==> config.mk <==
export PLATFORM = sky130hd
export DESIGN_NAME = fifo_uart_port
export DESIGN_NICKNAME = d
export VERILOG_FILES = /design/src/rtl/fifo_uart_pkg.sv /design/src/rtl/fifo_uart_fifo.sv /design/src/rtl/fifo_uart_baud.sv /design/src/rtl/fifo_uart_tx.sv /design/src/rtl/fifo_uart_rx.sv /design/src/rtl/fifo_uart_port.sv
export SDC_FILE = /design/constraint.sdc
export NUM_CORES = 1
export LEC_CHECK = 0
export ABC_AREA = 1
export BUFFER_PORTS_ARGS = -buffer_cell sky130_fd_sc_hd__buf_2
export CAP_MARGIN = 15
export CORE_MARGIN = 4
export CORE_UTILIZATION = 57
export DETAILED_ROUTE_END_ITERATION = 7
export PLACE_DENSITY = 0.78
export SLEW_MARGIN = 25
export SYNTH_ARGS = -nofsm -noshare
export SYNTH_HDL_FRONTEND = slang
export SYNTH_HIERARCHICAL = 1
export SYNTH_SLANG_ARGS = --single-unit
==> constraint.sdc <==
create_clock -name clk -period 8.3 [get_ports clk]
set_clock_uncertainty 0.15 [all_clocks]
set_input_delay 1.66 -clock clk [delete_from_list [all_inputs] [get_ports clk]]
set_output_delay 1.66 -clock clk [all_outputs]
set_load 0.005 [all_outputs]
==> src/rtl/fifo_uart_pkg.sv <==
package fifo_uart_pkg;

    localparam int OVS      = 16;
    localparam int DATA_W   = 8;
    localparam int SUB_W    = $clog2(OVS);

    localparam logic [2:0] ADDR_TXDATA = 3'd0;
    localparam logic [2:0] ADDR_RXDATA = 3'd1;
    localparam logic [2:0] ADDR_CTRL   = 3'd2;
    localparam logic [2:0] ADDR_BAUD   = 3'd3;
    localparam logic [2:0] ADDR_STATUS = 3'd4;
    localparam logic [2:0] ADDR_TXCNT  = 3'd5;
    localparam logic [2:0] ADDR_RXCNT  = 3'd6;
    localparam logic [2:0] ADDR_ERRCNT = 3'd7;

    typedef enum logic [2:0] {
        TX_IDLE, TX_START, TX_DATA, TX_PARITY, TX_STOP
    } tx_state_t;

    typedef enum logic [2:0] {
        RX_IDLE, RX_START, RX_DATA, RX_PARITY, RX_STOP, RX_LINEWAIT
    } rx_state_t;

    typedef struct packed {
        logic              perr;
        logic              ferr;
        logic [DATA_W-1:0] data;
    } rx_entry_t;

    function automatic logic [6:0] prescale_div(input logic [1:0] code);
        case (code)
            2'd0:    return 7'd1;
            2'd1:    return 7'd4;
            2'd2:    return 7'd16;
            default: return 7'd64;
        endcase
    endfunction

    function automatic logic parity_of(input logic [DATA_W-1:0] d, input logic odd);
        return (^d) ^ odd;
    endfunction

endpackage

==> src/rtl/fifo_uart_fifo.sv <==
module fifo_uart_fifo #(
    parameter int WIDTH = 8,
    parameter int DEPTH = 16,
    parameter int CNT_W = $clog2(DEPTH + 1)
) (
    input  logic             clk,
    input  logic             rst_n,
    input  logic             en,
    input  logic             push,
    input  logic             pop,
    input  logic [WIDTH-1:0] wdata,
    output logic [WIDTH-1:0] rdata,
    output logic [CNT_W-1:0] count,
    output logic             full,
    output logic             empty
);
    localparam int PTR_W = (DEPTH > 1) ? $clog2(DEPTH) : 1;
    localparam logic [PTR_W-1:0] PTR_LAST = PTR_W'(DEPTH - 1);

    logic [WIDTH-1:0] mem [DEPTH];
    logic [PTR_W-1:0] wr_ptr, rd_ptr;
    logic             do_push, do_pop;

    assign full    = (count == CNT_W'(DEPTH));
    assign empty   = (count == '0);
    assign do_push = en && push && !full;
    assign do_pop  = en && pop && !empty;
    assign rdata   = mem[rd_ptr];

    always_ff @(posedge clk) begin
        if (do_push) begin
            mem[wr_ptr] <= wdata;
        end
    end

    always_ff @(posedge clk or negedge rst_n) begin
        if (!rst_n) begin
            wr_ptr <= '0;
            rd_ptr <= '0;
            count  <= '0;
        end else begin
            if (do_push) begin
                wr_ptr <= (wr_ptr == PTR_LAST) ? '0 : wr_ptr + 1'b1;
            end
            if (do_pop) begin
                rd_ptr <= (rd_ptr == PTR_LAST) ? '0 : rd_ptr + 1'b1;
            end
            case ({do_push, do_pop})
                2'b10:   count <= count + 1'b1;
                2'b01:   count <= count - 1'b1;
                default: count <= count;
            endcase
        end
    end
endmodule

==> src/rtl/fifo_uart_baud.sv <==
module fifo_uart_baud
    import fifo_uart_pkg::*;
(
    input  logic       clk,
    input  logic       rst_n,
    input  logic       en,
    input  logic [1:0] presc_sel,
    input  logic [7:0] baud_n,
    output logic       tick16
);
    logic [6:0] pcnt;
    logic [7:0] bcnt;
    logic       pre_tick;

    assign pre_tick = (pcnt >= (prescale_div(presc_sel) - 7'd1));
    assign tick16   = pre_tick && (bcnt >= baud_n);

    always_ff @(posedge clk or negedge rst_n) begin
        if (!rst_n) begin
            pcnt <= '0;
            bcnt <= '0;
        end else if (en) begin
            pcnt <= pre_tick ? '0 : pcnt + 7'd1;
            if (pre_tick) begin
                bcnt <= (bcnt >= baud_n) ? '0 : bcnt + 8'd1;
            end
        end
    end
endmodule

==> src/rtl/fifo_uart_tx.sv <==
module fifo_uart_tx
    import fifo_uart_pkg::*;
(
    input  logic              clk,
    input  logic              rst_n,
    input  logic              en,
    input  logic              tick16,
    input  logic              par_en,
    input  logic              par_odd,
    input  logic              fifo_empty,
    input  logic [DATA_W-1:0] fifo_data,
    output logic              fifo_pop,
    output logic              txd
);
    localparam int BIT_W = $clog2(DATA_W);
    localparam logic [SUB_W-1:0] SUB_LAST = SUB_W'(OVS - 1);
    localparam logic [BIT_W-1:0] BIT_LAST = BIT_W'(DATA_W - 1);

    tx_state_t         state, nxt;
    logic [SUB_W-1:0]  sub;
    logic [BIT_W-1:0]  bitcnt;
    logic [DATA_W-1:0] shreg;
    logic              par_bit;
    logic              bit_end;

    assign bit_end = tick16 && (sub == SUB_LAST);

    always_comb begin
        nxt = state;
        unique case (state)
            TX_IDLE:   if (tick16 && !fifo_empty) nxt = TX_START;
            TX_START:  if (bit_end) nxt = TX_DATA;
            TX_DATA:   if (bit_end && bitcnt == BIT_LAST) nxt = par_en ? TX_PARITY : TX_STOP;
            TX_PARITY: if (bit_end) nxt = TX_STOP;
            TX_STOP:   if (bit_end) nxt = TX_IDLE;
            default:   nxt = TX_IDLE;
        endcase
    end

    always_ff @(posedge clk or negedge rst_n) begin
        if (!rst_n) begin
            state   <= TX_IDLE;
            sub     <= '0;
            bitcnt  <= '0;
            shreg   <= '0;
            par_bit <= 1'b0;
        end else if (en) begin
            state <= nxt;
            if (state == TX_IDLE) begin
                sub <= '0;
            end else if (tick16) begin
                sub <= sub + 1'b1;
            end
            if (state != TX_DATA) begin
                bitcnt <= '0;
            end else if (bit_end) begin
                bitcnt <= bitcnt + 1'b1;
            end
            if (fifo_pop) begin
                shreg   <= fifo_data;
                par_bit <= parity_of(fifo_data, par_odd);
            end else if (state == TX_DATA && bit_end) begin
                shreg <= shreg >> 1;
            end
        end
    end

    always_comb begin
        fifo_pop = 1'b0;
        txd      = 1'b1;
        unique case (state)
            TX_IDLE:   fifo_pop = tick16 && !fifo_empty;
            TX_START:  txd = 1'b0;
            TX_DATA:   txd = shreg[0];
            TX_PARITY: txd = par_bit;
            TX_STOP:   txd = 1'b1;
            default:   txd = 1'b1;
        endcase
    end
endmodule

==> src/rtl/fifo_uart_rx.sv <==
module fifo_uart_rx
    import fifo_uart_pkg::*;
(
    input  logic              clk,
    input  logic              rst_n,
    input  logic              en,
    input  logic              tick16,
    input  logic              par_en,
    input  logic              par_odd,
    input  logic              rxd,
    output logic              byte_vld,
    output rx_entry_t         byte_out,
    output logic              brk_pulse,
    output logic              rx_idle
);
    localparam int BIT_W = $clog2(DATA_W);
    localparam logic [SUB_W-1:0] SUB_LAST = SUB_W'(OVS - 1);
    localparam logic [SUB_W-1:0] SUB_MID  = SUB_W'(OVS / 2 - 1);
    localparam logic [BIT_W-1:0] BIT_LAST = BIT_W'(DATA_W - 1);

    rx_state_t         state, nxt;
    logic              rxd_m, rxd_s;
    logic [SUB_W-1:0]  sub;
    logic [BIT_W-1:0]  bitcnt;
    logic [DATA_W-1:0] shreg;
    logic              par_seen;
    logic              mid, bend, stop_mid, is_break;

    assign mid  = tick16 && (sub == SUB_MID);
    assign bend = tick16 && (sub == SUB_LAST);

    always_comb begin
        nxt = state;
        unique case (state)
            RX_IDLE:     if (tick16 && !rxd_s) nxt = RX_START;
            RX_START:    if (mid && rxd_s) nxt = RX_IDLE;
                         else if (bend) nxt = RX_DATA;
            RX_DATA:     if (bend && bitcnt == BIT_LAST) nxt = par_en ? RX_PARITY : RX_STOP;
            RX_PARITY:   if (bend) nxt = RX_STOP;
            RX_STOP:     if (mid) nxt = rxd_s ? RX_IDLE : RX_LINEWAIT;
            RX_LINEWAIT: if (rxd_s) nxt = RX_IDLE;
            default:     nxt = RX_IDLE;
        endcase
    end

    always_ff @(posedge clk or negedge rst_n) begin
        if (!rst_n) begin
            rxd_m    <= 1'b1;
            rxd_s    <= 1'b1;
            state    <= RX_IDLE;
            sub      <= '0;
            bitcnt   <= '0;
            shreg    <= '0;
            par_seen <= 1'b0;
        end else if (en) begin
            rxd_m <= rxd;
            rxd_s <= rxd_m;
            state <= nxt;
            if (state == RX_IDLE || state == RX_LINEWAIT) begin
                sub      <= '0;
                par_seen <= 1'b0;
            end else if (tick16) begin
                sub <= sub + 1'b1;
            end
            if (state != RX_DATA) begin
                bitcnt <= '0;
            end else if (bend) begin
                bitcnt <= bitcnt + 1'b1;
            end
            if (state == RX_DATA && mid) begin
                shreg <= {rxd_s, shreg[DATA_W-1:1]};
            end
            if (state == RX_PARITY && mid) begin
                par_seen <= rxd_s;
            end
        end
    end

    always_comb begin
        stop_mid      = (state == RX_STOP) && mid;
        is_break      = stop_mid && !rxd_s && (shreg == '0) && !par_seen;
        brk_pulse     = is_break;
        byte_vld      = stop_mid && !is_break;
        byte_out.data = shreg;
        byte_out.ferr = !rxd_s;
        byte_out.perr = par_en && (par_seen != parity_of(shreg, par_odd));
        rx_idle       = (state == RX_IDLE);
    end
endmodule

==> src/rtl/fifo_uart_port.sv <==
module fifo_uart_port
    import fifo_uart_pkg::*;
#(
    parameter int DEPTH    = 16,
    parameter int RX_TRIG  = 8,
    parameter int TMO_BITS = 15,
    parameter int CNT_W    = $clog2(DEPTH + 1)
) (
    input  logic       clk,
    input  logic       rst_n,
    input  logic       clk_stop,
    input  logic       bus_wr,
    input  logic       bus_rd,
    input  logic [2:0] bus_addr,
    input  logic [7:0] bus_wdata,
    output logic [7:0] bus_rdata,
    input  logic       rxd,
    output logic       txd,
    output logic       irq_tx_empty,
    output logic       irq_break,
    output logic       irq_rx_full,
    output logic       irq_rx_err
);
    localparam int TMO_TICKS = TMO_BITS * OVS;
    localparam int TMO_W     = $clog2(TMO_TICKS + 1);
    localparam int RXE_W     = $bits(rx_entry_t);

    logic             en;
    logic [1:0]       presc_sel;
    logic             par_en, par_odd;
    logic [7:0]       baud_n;
    logic             tick16;

    logic             tx_push, tx_pop, tx_full, tx_empty;
    logic [7:0]       tx_head;
    logic [CNT_W-1:0] tx_cnt;

    logic             rx_byte_vld, rx_brk, rx_idle;
    rx_entry_t        rx_byte, rx_head;
    logic [RXE_W-1:0] rx_head_raw;
    logic             rx_push, rx_pop, rx_full, rx_empty;
    logic [CNT_W-1:0] rx_cnt, err_cnt;

    logic             flag_tmo, flag_brk, flag_ovr, flag_txovf;
    logic [TMO_W-1:0] tmo_cnt;
    logic             tmo_arm, tmo_hit;
    logic             wr_tx, wr_status, push_tag, pop_tag;

    assign en        = !clk_stop;
    assign wr_tx     = en && bus_wr && (bus_addr == ADDR_TXDATA);
    assign wr_status = en && bus_wr && (bus_addr == ADDR_STATUS);
    assign tx_push   = wr_tx;
    assign rx_push   = en && rx_byte_vld;
    assign rx_pop    = en && bus_rd && (bus_addr == ADDR_RXDATA);
    assign rx_head   = rx_entry_t'(rx_head_raw);
    assign push_tag  = rx_push && !rx_full && (rx_byte.perr || rx_byte.ferr);
    assign pop_tag   = rx_pop && !rx_empty && (rx_head.perr || rx_head.ferr);

    fifo_uart_baud u_baud (
        .clk       (clk),
        .rst_n     (rst_n),
        .en        (en),
        .presc_sel (presc_sel),
        .baud_n    (baud_n),
        .tick16    (tick16)
    );

    fifo_uart_fifo #(.WIDTH(8), .DEPTH(DEPTH), .CNT_W(CNT_W)) u_tx_fifo (
        .clk   (clk),
        .rst_n (rst_n),
        .en    (en),
        .push  (tx_push),
        .pop   (tx_pop),
        .wdata (bus_wdata),
        .rdata (tx_head),
        .count (tx_cnt),
        .full  (tx_full),
        .empty (tx_empty)
    );

    fifo_uart_tx u_tx (
        .clk        (clk),
        .rst_n      (rst_n),
        .en         (en),
        .tick16     (tick16),
        .par_en     (par_en),
        .par_odd    (par_odd),
        .fifo_empty (tx_empty),
        .fifo_data  (tx_head),
        .fifo_pop   (tx_pop),
        .txd        (txd)
    );

    fifo_uart_rx u_rx (
        .clk       (clk),
        .rst_n     (rst_n),
        .en        (en),
        .tick16    (tick16),
        .par_en    (par_en),
        .par_odd   (par_odd),
        .rxd       (rxd),
        .byte_vld  (rx_byte_vld),
        .byte_out  (rx_byte),
        .brk_pulse (rx_brk),
        .rx_idle   (rx_idle)
    );

    fifo_uart_fifo #(.WIDTH(RXE_W), .DEPTH(DEPTH), .CNT_W(CNT_W)) u_rx_fifo (
        .clk   (clk),
        .rst_n (rst_n),
        .en    (en),
        .push  (rx_push),
        .pop   (rx_pop),
        .wdata (rx_byte),
        .rdata (rx_head_raw),
        .count (rx_cnt),
        .full  (rx_full),
        .empty (rx_empty)
    );

    // receive silence window
    assign tmo_arm = rx_idle && (rx_cnt != '0) && (rx_cnt < CNT_W'(RX_TRIG)) && !rx_pop;
    assign tmo_hit = tmo_arm && tick16 && (tmo_cnt == TMO_W'(TMO_TICKS - 1));

    always_ff @(posedge clk or negedge rst_n) begin
        if (!rst_n) begin
            presc_sel  <= '0;
            par_en     <= 1'b0;
            par_odd    <= 1'b0;
            baud_n     <= '0;
            tmo_cnt    <= '0;
            err_cnt    <= '0;
            flag_tmo   <= 1'b0;
            flag_brk   <= 1'b0;
            flag_ovr   <= 1'b0;
            flag_txovf <= 1'b0;
        end else if (en) begin
            if (bus_wr && bus_addr == ADDR_CTRL) begin
                presc_sel <= bus_wdata[1:0];
                par_en    <= bus_wdata[2];
                par_odd   <= bus_wdata[3];
            end
            if (bus_wr && bus_addr == ADDR_BAUD) begin
                baud_n <= bus_wdata;
            end

            if (!tmo_arm || tmo_hit) begin
                tmo_cnt <= '0;
            end else if (tick16) begin
                tmo_cnt <= tmo_cnt + 1'b1;
            end

            case ({push_tag, pop_tag})
                2'b10:   err_cnt <= err_cnt + 1'b1;
                2'b01:   err_cnt <= err_cnt - 1'b1;
                default: err_cnt <= err_cnt;
            endcase

            flag_tmo   <= tmo_hit                  || (flag_tmo   && !(wr_status && bus_wdata[0]));
            flag_brk   <= rx_brk                   || (flag_brk   && !(wr_status && bus_wdata[1]));
            flag_ovr   <= (rx_push && rx_full)     || (flag_ovr   && !(wr_status && bus_wdata[2]));
            flag_txovf <= (wr_tx && tx_full)       || (flag_txovf && !(wr_status && bus_wdata[3]));
        end
    end

    always_comb begin
        unique case (bus_addr)
            ADDR_RXDATA: bus_rdata = rx_head.data;
            ADDR_CTRL:   bus_rdata = {4'b0, par_odd, par_en, presc_sel};
            ADDR_BAUD:   bus_rdata = baud_n;
            ADDR_STATUS: bus_rdata = {2'b0, rx_head.perr && !rx_empty, rx_head.ferr && !rx_empty,
                                      flag_txovf, flag_ovr, flag_brk, flag_tmo};
            ADDR_TXCNT:  bus_rdata = 8'(tx_cnt);
            ADDR_RXCNT:  bus_rdata = 8'(rx_cnt);
            ADDR_ERRCNT: bus_rdata = 8'(err_cnt);
            default:     bus_rdata = 8'h00;
        endcase
    end

    assign irq_tx_empty = tx_empty;
    assign irq_break    = flag_brk;
    assign irq_rx_full  = (rx_cnt >= CNT_W'(RX_TRIG)) || flag_tmo;
    assign irq_rx_err   = (err_cnt != '0) || flag_ovr;
endmodule

Yosys cells after proc, flatten, opt, wreduce, memory -nomap -nowiden
Memory sizes are Yosys's and may differ from the RTL's.
Cells that the tools add are included.
{"block": "classes", "add_sub_neg": 18, "multipliers": 0, "n_div": 0, "order_cmp": 4, "n_eq_ne": 50, "shifts": 0, "n_mux": 47, "bitwise": 3, "reduce_logical": 115}
{"operator": "one-hot mux 8 bit (7 select lines)", "count": 1}
{"operator": "logical AND 1 bit", "count": 55}
{"operator": "2-to-1 mux 3 bit", "count": 18}
{"operator": "2-to-1 mux 8 bit", "count": 5}
{"operator": "2-to-1 mux 4 bit", "count": 8}
{"operator": "one-hot mux 5 bit (2 select lines)", "count": 3}
{"operator": "equality test 3 bit (second input constant)", "count": 9}
{"operator": "AND reduction 2 bit", "count": 13}
{"operator": "adder 4 x 1 -> 4 bit (second input constant)", "count": 6}
{"operator": "equality test 4 bit (second input constant)", "count": 6}
{"operator": "one-hot mux 7 bit (3 select lines)", "count": 1}
{"operator": "nonzero test 2 bit", "count": 10}
{"operator": "equality test 3 x 2 -> 1 bit (second input constant)", "count": 6}
{"operator": "!= test 2 x 1 -> 1 bit (second input constant)", "count": 9}
{"operator": "one-hot mux 3 bit (6 select lines)", "count": 1}
{"operator": "adder 8 x 1 -> 8 bit (second input constant)", "count": 2}
{"operator": "XOR reduction 8 bit", "count": 2}
{"operator": "adder 5 x 1 -> 5 bit (second input constant)", "count": 3}
{"operator": "one-hot mux 3 bit (5 select lines)", "count": 1}
{"operator": "subtractor 5 x 1 -> 5 bit (second input constant)", "count": 3}
{"operator": "zero test 1 bit", "count": 14}
{"operator": "equality test 5 bit (second input constant)", "count": 2}
{"operator": "zero test 5 bit", "count": 2}
{"operator": "logical OR 1 bit", "count": 10}
{"operator": "other kinds (27)", "count": 47}
{"block": "totals", "regBits": 110, "latch_bits": 0, "ram_bits": 288, "romBits": 0, "output_inout_bits": 13, "memories": 2}
{"name": "u_rx_fifo.mem", "words": 16, "word_bits": 10, "rd": 1, "rd_ports_with_merged_regs": 0, "wr": 1, "line": "fifo_uart_fifo.sv:20", "source": "logic [WIDTH-1:0] mem [DEPTH];"}
{"name": "u_tx_fifo.mem", "words": 16, "word_bits": 8, "rd": 1, "rd_ports_with_merged_regs": 0, "wr": 1, "line": "fifo_uart_fifo.sv:20"}

Longest topological paths before layout
{"block": "logic_depth", "ltp_word": 18, "depth_mapped": 33, "mapped_depth_nobuf": 33}

By module
Netlist, hierarchy kept.
{"module": "fifo_uart_fifo at u_rx_fifo", "n_inst": 1, "cells_per_inst": 811, "area_each_um2": 7922.6, "seq_area_each_um2": 5129.9}
{"module": "fifo_uart_fifo at u_tx_fifo", "n_inst": 1, "cells_per_inst": 674, "area_each_um2": 6493.7, "seq_area_each_um2": 4169.0}
{"module": "fifo_uart_port", "n_inst": 1, "cells_per_inst": 280, "area_each_um2": 1966.9, "seq_area_each_um2": 725.7}
{"module": "fifo_uart_rx", "n_inst": 1, "cells_per_inst": 160, "area_each_um2": 1267.5, "seq_area_each_um2": 528.0}
{"module": "fifo_uart_tx", "n_inst": 1, "cells_per_inst": 165, "area_each_um2": 1209.9, "seq_area_each_um2": 475.5}
{"module": "fifo_uart_baud", "n_inst": 1, "cells_per_inst": 161, "area_each_um2": 1168.6, "seq_area_each_um2": 375.4}

Worst setup path after synthesis
OpenSTA, ideal clock, no wires.
{"block": "synth_path", "path_kind": "input -> output", "start": "input port bus_addr[1]", "end": "output port bus_rdata[4]", "t_arrival_ps": 2335, "setup_slack_ps": 4155, "cell_stages": 6, "cell_sequence": "buf_4 > nor3_4 > nand3_1 > nand2_1 > nor2_1 > nand3_1"}
{"block": "synth_between", "elab_chain_cells": 2, "word_cells_on_any_way": 8}
{"element": "from (decl)", "line": "fifo_uart_port.sv:14", "source": "input logic [2:0] bus_addr,"}
{"element": "equality test 3 bit, or another cell as far along", "line": "fifo_uart_port.sv:167", "source": "unique case (bus_addr)"}
{"element": "one-hot mux 8 bit (7 select lines) *", "line": "fifo_uart_port.sv:167"}
{"element": "to (decl)", "line": "fifo_uart_port.sv:16", "source": "output logic [7:0] bus_rdata,"}
Mark *: on every way between the ends. The rest lies on a longest branch, timed or not.

==> impl_metrics.env <==
export IMPL_cp_end_kind="primary output"
export IMPL_setup_viol=0
export IMPL_p_per_area_nw_per_um2=257
export IMPL_grt_max_degree=69
export IMPL_syn_inst=2251
export IMPL_worstPathArrival_ns=3.36
export IMPL_grt_pass1_wl_um=74100
export IMPL_grt_met1_usage_pct=32.0
export IMPL_max_vdd_ir_drop_v=0.000199
export IMPL_postCtsSetupRepairBufs=0
export IMPL_use_met3_pct=3.31
export IMPL_p_leak_nw=10.3
export IMPL_synth_area_um2=20000
export IMPL_drc_errors=0
export IMPL_design_area_um2=21900
export IMPL_grt_overflow=0
export IMPL_crit_type="register to primary output"
export IMPL_period_share_pct=62.3
export IMPL_postLayoutSetupSlackWorst_ns=3.13
export IMPL_synthFlopType="edfxtp_1"
export IMPL_finalHoldViolations=0
export IMPL_ys_seq_elements=398
export IMPL_gp_congestion=0.933
export IMPL_vias_per_cell=5.41
export IMPL_place_ws_ns=3.15
export IMPL_cts_repair_resized=0
export IMPL_nets=2348
export IMPL_final_cells=2770
export IMPL_syn_nets=2317
export IMPL_hold_slack_ns=0.319
export IMPL_synth_edf_count=288
export IMPL_ys_types=53
export IMPL_met2_usage_pct=40.4
export IMPL_crit_path_frequent_cell="nand3_1"
export IMPL_drive_above_1_share_pct=8.08
export IMPL_worst_path_max_fanout=65
export IMPL_grt_usage_pct=23.8
export IMPL_clockBufferDepth=3
export IMPL_dr_pass1_iters=6
export IMPL_grt_pass1_vias=14600
export IMPL_start_util_pct=57.8
export IMPL_cts_clk_slew_worst_paths_ns=0.06
export IMPL_rsz0062_at_grt="no"
export IMPL_core_area_um2=34600
export IMPL_die_area_um2=38200
export IMPL_io_buffers=29
export IMPL_crit_chain="inv_2, buf_4, nand2_1, nand3_1, nand3_1, nand3_1, nand2_1, nand3_1, nand2_1, nor2_1, nand3_1, buf_2"
export IMPL_cts_buffers=42
export IMPL_die_y_um=195
export IMPL_insertion_delay_ns=0.55
export IMPL_post_dp_cell_area_um2=20500
export IMPL_clock_root_buffer="clkbuf_16"
export IMPL_max_slew_margin_rel_pct=28.1
export IMPL_p_total_mw=5.61
export IMPL_maxCapViolCount=0
export IMPL_antenna_found_initial=2
export IMPL_dieWidth_um=195
export IMPL_ys_seq_area_share_pct=56.9
export IMPL_start_kind="register"
export IMPL_status="completed"
export IMPL_worst_pin_slew_ns=1.07
export IMPL_wl_per_cell_um=16.4
export IMPL_synth_warnings=6
export IMPL_drv_slew=0
export IMPL_hold_class="register to register"
export IMPL_drt_initial_drc_count=1531
export IMPL_fmax_ghz=0.193
export IMPL_num_io_pins=30
export IMPL_async_reset_ff_share_pct=27.6
export IMPL_crit_slowest_cell="buf_4"
export IMPL_detail_route_antenna_nets=0
export IMPL_antenna_cells=0
export IMPL_cts_tree="done"
export IMPL_fin_crit_ns=5.17
export IMPL_critPathRequiredTime_ns=6.49
export IMPL_synth_area_per_cell_um2=8.90
export IMPL_grt_busiest_layer="met2"
export IMPL_dpl_hpwl_um=29700
export IMPL_routed_via_count=15000
export IMPL_h_tree_depth=2
export IMPL_fin_tns_setup_ns=0
export IMPL_num_rows=68
export IMPL_cts_hold_buf=0
export IMPL_drt_total_wl_um=45400
export IMPL_cts_sinks=398
export IMPL_syn_to_final_growth_pct=9.23
export IMPL_max_stage_delay_ns=0.64
export IMPL_placedCellCount=2693
export IMPL_final_core_utilization_pct=63.2
## flip-flops by register name, summed over array words and instances, names as in the netlist, 5 cells and up
| register | flops |
|---|---|
| tmo_cnt | 8 |
| u_tx_fifo/count | 5 |
| u_baud/pcnt | 7 |
| u_rx_fifo/count | 5 |
| u_tx_fifo/mem | 128 |
| baud_n | 8 |
| err_cnt | 5 |
| u_rx_fifo/mem | 160 |
| u_rx/shreg | 8 |
| u_tx/shreg | 8 |
| u_baud/bcnt | 8 |
## path summary, 6_finish.rpt
kind	start	end	slack [ns]	depth (start not counted)
max reg2reg	baud_n[7]	u_rx_fifo/count[4]	3.57	24
max	u_rx_fifo/rd_ptr[0]	bus_rdata[4]	3.13	12
max in group asynchronous	rst_n	err_cnt[0]	5.80	2
min	u_rx/rxd_m	u_rx/rxd_m	0.32	2
min in group asynchronous	rst_n	u_tx/shreg[5]	1.07	1
min reg2reg	u_rx/rxd_m	u_rx/rxd_m	0.32	2
## critical path, delay by kind of cell (launching register included)
kind	cells	cell delay [ns]
buffers and inverters	3	1.17
DFF	1	0.61
and+or+nand+nor	9	0.99
## Yosys cell counts (5+ instances only)
cell type    n  area, um2
buf_4        9       67.6
xnor2_1     16        140
nor2_2       6       37.5
a21oi_1     14       70.1
o22ai_1      5       31.3
o211ai_1     6       45.0
dfrtp_1    108       2700
nand3_1    252       1260
o21ai_2      9       78.8
inv_1      413       1550
buf_6       11        124
nand3_2      5       50.1
edfxtp_1   288       8650
clkbuf_1     7       26.3
buf_2       37        185
o21ai_0     45        225
inv_2       11       41.3
nor2_4       5       56.3
nand4_1     27        169
ha_1        47        588
o21ai_1     13       65.1
nand2_1    740       2780
xor2_1      13        114
nor2_1      77        289
nor3_1      34        170
nand2_4      6       67.6
## placed cells by master (no fill, tap or decap), drive strengths merged, types with 3 or more instances in the layout
| cell type | instances |
|---|---|
| edfxtp | 288 |
| o211ai | 6 |
| nor2 | 88 |
| buf | 51 |
| a21oi | 15 |
| a22oi | 3 |
| mux2 | 4 |
| o21ai | 67 |
| xor2 | 13 |
| nand2 | 750 |
| nor3 | 35 |
| xnor2 | 16 |
| clkinv | 16 |
| o22ai | 5 |
| dfrtp | 108 |
| clkbuf | 60 |
| nand4 | 28 |
| nand3 | 259 |
| inv | 428 |
| o21a | 3 |
| or2 | 4 |
| ha | 47 |
## cell type report
class	count	area (um2)
clock buffers	60	1200
clock inverters	17	121
fillers	2687	12800
inverters	430	1620
multi-input cells	1359	6640
flip-flops and latches	398	11400
well taps	455	569
repair buffers	51	313
## metal layers
| metal | share of wire, % | up-vias | wire length (um) |
|---|---|---|---|
| met1 | 41 | 7001 | 18700 |
| met3 | 7.3 | 118 | 3300 |
| li1 | - | 7228 | - |
| met5 | 0.055 | - | 25 |
| met2 | 49 | 637 | 22100 |
| met4 | 2.9 | 4 | 1300 |
## cells by family after synthesis
group,Yosys count,synth area share [%]
xor gates and xnor gates,29,1.27
buffers and inverters,494,10.1
DFF,398,56.9
and+or+nand+nor,1170,25.1
AOI/OAI and AO/OA,106,3.12
adders and majority gates,49,3.14
muxes,4,0.262
other,1,0.0187
## where the power goes
| part | switching [mW] | internal (mW) |
|---|---|---|
| Clock | 0.756 | 1.04 |
| Combinational | 0.979 | 0.450 |
| Sequential | 0.149 | 2.24 |
| Total | 1.88 | 3.73 |
Note: power is estimated with default switching activity, not from simulation.
